--- src/rtl/adc_seq_pkg.sv ---
package adc_seq_pkg;
  localparam int REG_W  = 16;
  localparam int ADDR_W = 4;
  localparam int DATA_W = 10;
  localparam int CHAN_W = 3;

  localparam logic [ADDR_W-1:0] IDX_CTRL = 4'd10;
  localparam logic [ADDR_W-1:0] IDX_DATA = 4'd11;
  localparam logic [ADDR_W-1:0] IDX_ID   = 4'd12;

  localparam int B_ENA     = 15;
  localparam int B_START   = 7;
  localparam int B_CHAN_LO = 2;
  localparam int B_SYNC    = 0;
  localparam int PAD_W     = REG_W - 1 - DATA_W;

  typedef enum logic [1:0] {
    PH_IDLE    = 2'd0,
    PH_SELECT  = 2'd1,
    PH_SYNC    = 2'd2,
    PH_CONVERT = 2'd3
  } phase_t;
endpackage

--- src/rtl/adc_ctrl_regs.sv ---
module adc_ctrl_regs
  import adc_seq_pkg::*;
(
  input  logic              clk,
  input  logic              rst,
  input  logic              reg_wr,
  input  logic [ADDR_W-1:0] reg_addr,
  input  logic [REG_W-1:0]  reg_wdata,
  output logic [REG_W-1:0]  ctrl_q,
  output logic              ena_nx,
  output logic              sync_nx,
  output logic [CHAN_W-1:0] chan_nx,
  output logic              start_req
);
  logic             wr_ctrl;
  logic [REG_W-1:0] ctrl_nx;

  assign wr_ctrl   = reg_wr && (reg_addr == IDX_CTRL);
  assign ctrl_nx   = wr_ctrl ? reg_wdata : ctrl_q;
  assign ena_nx    = ctrl_nx[B_ENA];
  assign sync_nx   = ctrl_nx[B_SYNC];
  assign chan_nx   = ctrl_nx[B_CHAN_LO +: CHAN_W];
  // a request is the 0->1 transition of the start bit, with enable set
  assign start_req = wr_ctrl && reg_wdata[B_START] && !ctrl_q[B_START]
                     && reg_wdata[B_ENA];

  always_ff @(posedge clk) begin
    if (rst) ctrl_q <= '0;
    else     ctrl_q <= ctrl_nx;
  end
endmodule

--- src/rtl/adc_warmup.sv ---
module adc_warmup #(
  parameter int STARTUP_CYC = 60
) (
  input  logic clk,
  input  logic rst,
  input  logic ena_nx,
  input  logic ena_q,
  output logic ready
);
  localparam int CW = $clog2(STARTUP_CYC + 1);
  localparam logic [CW-1:0] LAST = CW'(STARTUP_CYC - 1);

  logic [CW-1:0] cnt;

  always_ff @(posedge clk) begin
    if (rst || !ena_nx) begin
      cnt   <= '0;
      ready <= 1'b0;
    end else if (ena_q && !ready) begin
      if (cnt == LAST) ready <= 1'b1;
      else             cnt   <= cnt + 1'b1;
    end
  end
endmodule

--- src/rtl/adc_phase_seq.sv ---
module adc_phase_seq
  import adc_seq_pkg::*;
#(
  parameter int SELECT_CYC  = 51,
  parameter int CONVERT_CYC = 102
) (
  input  logic              clk,
  input  logic              rst,
  input  logic              start_req,
  input  logic              abort,
  input  logic              ready,
  input  logic              sync_trig,
  input  logic              sync_nx,
  input  logic [CHAN_W-1:0] chan_nx,
  output phase_t            state,
  output logic [CHAN_W-1:0] chan,
  output logic              done,
  output logic              launch_now,
  output logic              finish_now
);
  localparam int MAXC = (SELECT_CYC > CONVERT_CYC) ? SELECT_CYC : CONVERT_CYC;
  localparam int CW   = $clog2(MAXC + 1);
  localparam logic [CW-1:0] SEL_LAST  = CW'(SELECT_CYC - 1);
  localparam logic [CW-1:0] CONV_LAST = CW'(CONVERT_CYC - 1);

  logic [CW-1:0] cnt;
  logic          pend;
  logic          sync_l;

  assign launch_now = (state == PH_IDLE) && !abort && ready && (start_req || pend);
  assign finish_now = (state == PH_CONVERT) && !abort && (cnt == CONV_LAST);

  always_ff @(posedge clk) begin
    if (rst) begin
      state  <= PH_IDLE;
      cnt    <= '0;
      pend   <= 1'b0;
      sync_l <= 1'b0;
      chan   <= '0;
      done   <= 1'b0;
    end else begin
      done <= finish_now;
      if (abort) begin
        state <= PH_IDLE;
        cnt   <= '0;
        pend  <= 1'b0;
      end else begin
        case (state)
          PH_IDLE: begin
            if (launch_now) begin
              state  <= PH_SELECT;
              cnt    <= '0;
              pend   <= 1'b0;
              chan   <= chan_nx;
              sync_l <= sync_nx;
            end else if (start_req) begin
              pend <= 1'b1;
            end
          end
          PH_SELECT: begin
            if (cnt == SEL_LAST) begin
              cnt   <= '0;
              state <= sync_l ? PH_SYNC : PH_CONVERT;
            end else begin
              cnt <= cnt + 1'b1;
            end
          end
          PH_SYNC: begin
            if (sync_trig) begin
              cnt   <= '0;
              state <= PH_CONVERT;
            end
          end
          default: begin
            if (cnt == CONV_LAST) begin
              cnt   <= '0;
              state <= PH_IDLE;
            end else begin
              cnt <= cnt + 1'b1;
            end
          end
        endcase
      end
    end
  end
endmodule

--- src/rtl/adc_result.sv ---
module adc_result
  import adc_seq_pkg::*;
(
  input  logic              clk,
  input  logic              rst,
  input  logic              abort,
  input  logic              launch,
  input  logic              finish,
  input  logic [DATA_W-1:0] sample,
  output logic              valid,
  output logic [DATA_W-1:0] data
);
  always_ff @(posedge clk) begin
    if (rst) begin
      valid <= 1'b0;
      data  <= '0;
    end else if (abort || launch) begin
      valid <= 1'b0;
    end else if (finish) begin
      valid <= 1'b1;
      data  <= sample;
    end
  end
endmodule

--- src/rtl/adc_seq_ctrl.sv ---
module adc_seq_ctrl
  import adc_seq_pkg::*;
#(
  parameter int STARTUP_CYC = 60,
  parameter int SELECT_CYC  = 51,
  parameter int CONVERT_CYC = 102,
  parameter bit ID_VARIANT  = 1'b0
) (
  input  logic              clk,
  input  logic              rst,
  input  logic              reg_wr,
  input  logic [3:0]        reg_addr,
  input  logic [15:0]       reg_wdata,
  output logic [15:0]       reg_rdata,
  input  logic [9:0]        adc_sample,
  input  logic              adc_sync_trig,
  output logic [2:0]        adc_chan,
  output logic              adc_done
);
  localparam logic [REG_W-1:0] ID_VALUE = 16'h1004 + {15'd0, ID_VARIANT};

  logic [REG_W-1:0]  ctrl_q;
  logic              ena_nx, sync_nx, start_req;
  logic [CHAN_W-1:0] chan_nx;
  logic              warm_ready;
  phase_t            seq_state;
  logic              launch_now, finish_now;
  logic              res_valid;
  logic [DATA_W-1:0] res_sample;

  adc_ctrl_regs u_regs (
    .clk(clk), .rst(rst), .reg_wr(reg_wr), .reg_addr(reg_addr),
    .reg_wdata(reg_wdata), .ctrl_q(ctrl_q), .ena_nx(ena_nx),
    .sync_nx(sync_nx), .chan_nx(chan_nx), .start_req(start_req)
  );

  adc_warmup #(.STARTUP_CYC(STARTUP_CYC)) u_warm (
    .clk(clk), .rst(rst), .ena_nx(ena_nx), .ena_q(ctrl_q[B_ENA]),
    .ready(warm_ready)
  );

  adc_phase_seq #(.SELECT_CYC(SELECT_CYC), .CONVERT_CYC(CONVERT_CYC)) u_seq (
    .clk(clk), .rst(rst), .start_req(start_req), .abort(!ena_nx),
    .ready(warm_ready), .sync_trig(adc_sync_trig), .sync_nx(sync_nx),
    .chan_nx(chan_nx), .state(seq_state), .chan(adc_chan),
    .done(adc_done), .launch_now(launch_now), .finish_now(finish_now)
  );

  adc_result u_res (
    .clk(clk), .rst(rst), .abort(!ena_nx), .launch(launch_now),
    .finish(finish_now), .sample(adc_sample), .valid(res_valid),
    .data(res_sample)
  );

  always_ff @(posedge clk) begin
    if (rst) begin
      reg_rdata <= '0;
    end else begin
      case (reg_addr)
        IDX_CTRL: reg_rdata <= ctrl_q;
        IDX_DATA: reg_rdata <= {res_valid, res_sample, {PAD_W{1'b0}}};
        IDX_ID:   reg_rdata <= ID_VALUE;
        default:  reg_rdata <= '0;
      endcase
    end
  end
endmodule

--- config.mk ---
export PLATFORM = sky130hd
export DESIGN_NAME = adc_seq_ctrl
export DESIGN_NICKNAME = d
export VERILOG_FILES = /design/src/rtl/adc_seq_pkg.sv /design/src/rtl/adc_ctrl_regs.sv /design/src/rtl/adc_warmup.sv /design/src/rtl/adc_phase_seq.sv /design/src/rtl/adc_result.sv /design/src/rtl/adc_seq_ctrl.sv
export SDC_FILE = /design/constraint.sdc
export NUM_CORES = 1
export LEC_CHECK = 0
export BUFFER_PORTS_ARGS = -buffer_cell sky130_fd_sc_hd__buf_2
export CELL_PAD_IN_SITES_DETAIL_PLACEMENT = 1
export CELL_PAD_IN_SITES_GLOBAL_PLACEMENT = 2
export CORE_MARGIN = 3
export CORE_UTILIZATION = 35
export CTS_BUF_LIST = sky130_fd_sc_hd__clkbuf_8 sky130_fd_sc_hd__clkbuf_16
export DETAILED_ROUTE_END_ITERATION = 8
export PLACE_DENSITY = 0.86
export SLEW_MARGIN = 0
export SYNTH_ARGS = -nofsm -noshare
export SYNTH_HDL_FRONTEND = slang
export SYNTH_SLANG_ARGS = --single-unit
--- constraint.sdc ---
create_clock -name clk -period 3.2 [get_ports clk]
set_input_delay 0.96 -clock clk [delete_from_list [all_inputs] [get_ports clk]]
set_output_delay 0.96 -clock clk [all_outputs]
set_load 0.03 [all_outputs]
======== Word-level counts from Yosys, hierarchy flattened ========
Index checks and enable logic that the tools add are counted.
operators by class
  add/subtract/negate cells ............... 2
  multipliers ............................. 0
  divide/modulo/power cells ............... 0
  magnitude comparators ................... 0
  equal/unequal tests ..................... 12
  shifts and indexed selects .............. 0
  muxes and demuxes ....................... 15
  bitwise gates (word level) .............. 3
  reduce and logical (&&, ||, !) cells .... 28
operator list
  kind                                                  number
  case mux 16 bit (3 select lines)                      1
  2-to-1 mux 7 bit                                      4
  case mux 7 bit (3 select lines)                       1
  2-to-1 mux 16 bit                                     1
  equality test 4 bit (second input constant)           3
  logical AND 1 bit                                     10
  AND reduction 2 bit                                   5
  2-to-1 mux 2 bit                                      4
  adder 7 x 1 -> 7 bit (second input constant)          1
  equality test 7 x 6 -> 1 bit (second input constant)  1
  equality test 7 bit (second input constant)           1
  adder 6 x 1 -> 6 bit (second input constant)          1
  equality test 6 bit (second input constant)           1
  case mux 2 bit (3 select lines)                       1
  equality test 2 bit (second input constant)           2
  != test 2 x 1 -> 1 bit (second input constant)        2
  AND reduction 4 bit                                   1
  nonzero test 4 bit                                    1
  OR reduction 2 bit                                    2
  zero test 1 bit                                       3
  logical OR 1 bit                                      3
  2-to-1 mux 1 bit                                      3
  inverter 1 bit                                        3
  AND reduction 3 bit                                   1
  other kinds (4)                                       4
storage, ports and cells
  register bits ........................... 65
  latch bits .............................. 0
  RAM bits ................................ 0
  ROM bits ................................ 0
  input port bits ......................... 34
  logic and storage cells ................. 73
  memories ................................ 0

======== Longest topological paths before layout ========
  depth in word-level cells ............... 10
  depth in mapped cells ................... 8

======== Modules after synthesis ========
A second synthesis with hierarchy kept.
unflattened totals
  cell total of the unflattened synthesis .. 317
  area total of the unflattened synthesis .. 3146.8 µm²
by module, submodules not included
  module         times used  cells an instance  area an instance (µm²)  seq. area each (µm²)
  adc_phase_seq  1           97                 869.6                   300.3
  adc_ctrl_regs  1           78                 839.6                   320.3
  adc_seq_ctrl   1           58                 611.8                   320.3
  adc_result     1           47                 486.7                   220.2
  adc_warmup     1           37                 339.1                   140.1

======== Worst setup path after synthesis ========
No wires, ideal clock.
  kind .................................... input to register
  start point ............................. input reg_addr[3]
  end point ............................... register u_seq.state[0]
  data arrival time ....................... 2.316 ns
  required time ........................... 3.129 ns
  setup slack ............................. 0.813 ns
  stages on the path ...................... 6
  buffers on the path ..................... 1
  cells stage by stage .................... nor4bb_1 -> buf_2 -> a2111oi_2 -> a211oi_2 -> or4_1 -> a21oi_1
on the way
  longest elaborated chain between the ends .. 9
  elaborated cells between the ends (all ways) .. 14
ends and longest elaborated chain
  item                              line                 source
  start, declared                   adc_seq_ctrl.sv:12   input logic [3:0] reg_addr,
  equality test 4 bit *             adc_ctrl_regs.sv:18  assign wr_ctrl = reg_wr && (reg_addr == IDX_CTRL);
  logical AND 1 bit *               adc_ctrl_regs.sv:18
  logical AND 1 bit (2 in series)   adc_ctrl_regs.sv:24  assign start_req = wr_ctrl && reg_wdata[B_START] && !ctrl_q[B_START]
  logical AND 1 bit                 adc_ctrl_regs.sv:25  && reg_wdata[B_ENA];
  logical OR 1 bit                  adc_phase_seq.sv:30  assign launch_now = (state == PH_IDLE) && !abort && ready && (start_req || pend);
  logical AND 1 bit                 adc_phase_seq.sv:30
  != test 2 x 1 -> 1 bit (no line)  n/a
  AND reduction 4 bit (no line)     n/a
  end signal, assigned              adc_phase_seq.sv:63  state <= sync_l ? PH_SYNC : PH_CONVERT;
  end, declared                     adc_phase_seq.sv:15  output phase_t state,
Mark *: on every way between the ends. The rest lies on a longest branch, timed or not.
A chain may end at the register's enable or synchronous reset.

======== Worst setup path in the final report ========
  start point ............................. input reg_addr[0]
  end point ............................... register u_seq.state[0]
The elaborated chain is that of the path after synthesis.

==> flow_summary.toml <==
[outcome]
status = "completed"

[critical_path]
worstRegToRegCells = 8
timing.rr.end = "u_seq.state[0]"
regToRegSetupSlack_ns = 0.97
path_class = "input port to flop"
cp_num_buf_inv = 3
worst-path-max-fanout = 19
cp_cell_sequence = "buf_2 > nor4bb_2 > buf_12 > o211a_1 > a211oi_2 > buf_4 > or4_1 > a21oi_1"
rr_startpoint = "u_seq.state[0]"
startpoint_type = "input port"
crit_arrival_ns = 2.81
cp_top_family = "simple AND/OR/NAND/NOR gates"
crit_slowest_cell = "or4_1"
end_kind = "flop"
slowest_delay_ns = 0.50
required_ns = 3.47

[logic_synthesis]
synth_nets = 343
ys_warn_count = 0
synth_top_flop_cell = "dfxtp_1"
async_flop_share_pct = 0
ys_types = 46
synth_cells = 300
synth-seq-cells = 65
synth-edff-count = 0
avgSynthCellArea_sq_um = 8.92
yosysSeqAreaShare_pct = 48.6
netlist_area_sq_um = 2680

[grt]
grt_max_degree = 33
overflow = 0
grt_use_total_pct = 15.7
antenna_found_initial = 0
grt_pass1_vias = 2347
grt_pass1_wl_um = 10700

[die]
die_h_um = 93.4
core-area_sq_um = 7330
dieArea_sq_um = 8730
die_w_um = 93.4
ios = 54
rows = 31
start_util_pct = 36.5

[cells_and_area]
syn2layout_area_growth_pct = 22.7
diodes = 0
nets = 402
fill_cells = 890
drive_above_1_share_pct = 23.1
final_core_util_pct = 44.8

[sta]
final_max_slew_viol_count = 0
fin_skew_ns = 0.0111
setup_slack_ns = 0.663
hold_slack_ns = 0.455
fmax_mhz = 394
rsz0062_at_grt = "no"
finalSetupTns_ns = 0
setup_viol = 0
relSlewSlack_pct = 62.1
period_needed_ns = 2.54
finalCritPeriodShare_pct = 79.3
tightest_slew_ns = 0.564
final_hold_viol_count = 0

[clock_network]
cts_resized = 0
cts_setup_buffers = 0
clockBufferDepth = 2
clock-sinks = 65
cts_tree = "done"
root_buffer = "clkbuf_8"
ctsHoldBuffers = 0
cts.clk_slew.worst_paths_ns = 0.08
htreeDepth = 3
clk_latency_ns = 0.35
cts-buffers-inserted = 9

[place]
gp_congestion = 0.768
port_buffers = 53
dp_slack_ns = 0.315
hpwl_um = 4770

[detailed_routing]
drt_wl_total_um = 6610
drcViolationCount = 0
top_layer = "met4"
route.met3.wl_um = 272
viasPerCell = 4.98
drt-met1-wl_um = 3060
drtIter0Drc = 87
first_pass_iters = 4
ant_nets = 0
wl_met2_um = 3180
route.detailed.wl_per_inst_um = 14.3
vias = 2306

[worst_hold_path]
min_path_cells = 1
holdCritStartpoint = "u_regs.ctrl_q[4]"
hold_end = "reg_rdata[4]"
hp-class = "flop to flop"

[power]
power.static_leakage_nw = 1.36
power_density_nw_per_um2 = 473
ir_drop_v = 0.000240
power_mw = 1.55

[flow_run]
cap_violations = 0
## cell usage in the layout (no fill, tap or decap), types with 3 or more instances in the layout
cell type / count
a22oi_1: 10
mux2i_1: 15
inv_1: 9
or3_1: 3
and2_1: 8
a31oi_1: 3
o21ai_0: 3
o32ai_1: 3
nand2b_1: 4
a21oi_1: 24
clkinvlp_4: 4
nand2_1: 40
dfxtp_1: 65
buf_2: 53
nor2_1: 42
nor2b_1: 4
buf_4: 7
a211oi_1: 5
xor2_1: 3
nand3_1: 5
clkbuf_8: 9
o21ai_1: 3
ha_1: 9
## metrics by stage
| step | std cells | area [sq um] |
|---|---|---|
| 4_1_cts | 463 | 3280 |
| 2_1_floorplan | 300 | 2680 |
| 5_1_grt | 463 | 3280 |
| 3_5_place_dp | 447 | 3090 |
| 6_report | 463 | 3280 |
| 3_3_place_gp | 447 | 3090 |
## worst max path at each step
stage                      from             end  slack [ns]  cells past startpoint
global route        reg_addr[0]  u_seq.state[0]        0.59                      8
detailed placement  reg_addr[0]  u_seq.state[0]        0.32                      8
global placement    reg_addr[0]  u_seq.state[0]        0.38                      8
CTS                 reg_addr[0]  u_seq.state[0]        0.67                      8
finish              reg_addr[0]  u_seq.state[0]        0.66                      8
floorplan           reg_addr[3]  u_seq.state[0]        0.81                      6
## area by class of cell
type,count,area [sq um],area share (%)
clock buffer,9,124,3.77
clock inverter,7,72.6,2.21
inverter,10,37.5,1.14
multi-input combinational,212,1290,39.2
sequential,65,1300,39.6
tap,99,124,3.77
timing repair buffer,61,338,10.3
## power by group
part           total, mW  internal [mW]  switching (mW)
sequential         0.813          0.811         0.00159
combinational     0.0569         0.0250          0.0319
clock              0.684          0.357           0.327
total               1.55           1.19           0.360
## metal layers
layer / GRT usage (%) / up-vias
met5: 0 / -
met4: 7.08 / 0
met3: 4.18 / 11
met2: 26.3 / 42
met1: 18.7 / 1097
li1: - / 1156
## state kept, by name, summed over array words and instances (netlist names), 2 cells and up
register       cells
reg_rdata         16
u_regs.ctrl_q     16
u_res.data        10
u_seq.cnt          7
u_warm.cnt         6
u_seq.chan         3
u_seq.state        2
## cell usage after synthesis (2+ instances only)
library cell  count  share of area [%]
clkbuf_1          8                1.1
inv_1             8                1.1
o32ai_1           3               0.98
and2_1            8                1.9
o22ai_1           2               0.47
dfxtp_1          65                 49
o21ai_0           3               0.56
a21oi_1          24                4.5
nor3_1            2               0.37
a211oi_1          5                1.4
nand2_1          40                5.6
a31oi_1           3               0.70
mux2i_1          15                5.6
xor2_1            3               0.98
ha_1              9                4.2
o31ai_1           2               0.56
or2_2             2               0.47
buf_2             3               0.56
a22oi_1          10                2.8
nand3b_1          2               0.56
o211a_1           2               0.75
nor2_1           42                5.9
nand3_1           5               0.93
o21ai_1           3               0.56
nand2b_1          4               0.93
nor2b_1           4               0.93
inv_2             2               0.28
or3_1             3               0.70
## logic make-up after synthesis
kind of cell    share of synthesized area (%)
compound gates                           16.2
mux                                      5.61
simple gates                             20.5
fa+ha+maj                                4.21
buf+inv                                  3.51
xor+xnor                                 1.31
flops                                    48.6
Power figures use the tool's default switching activity.
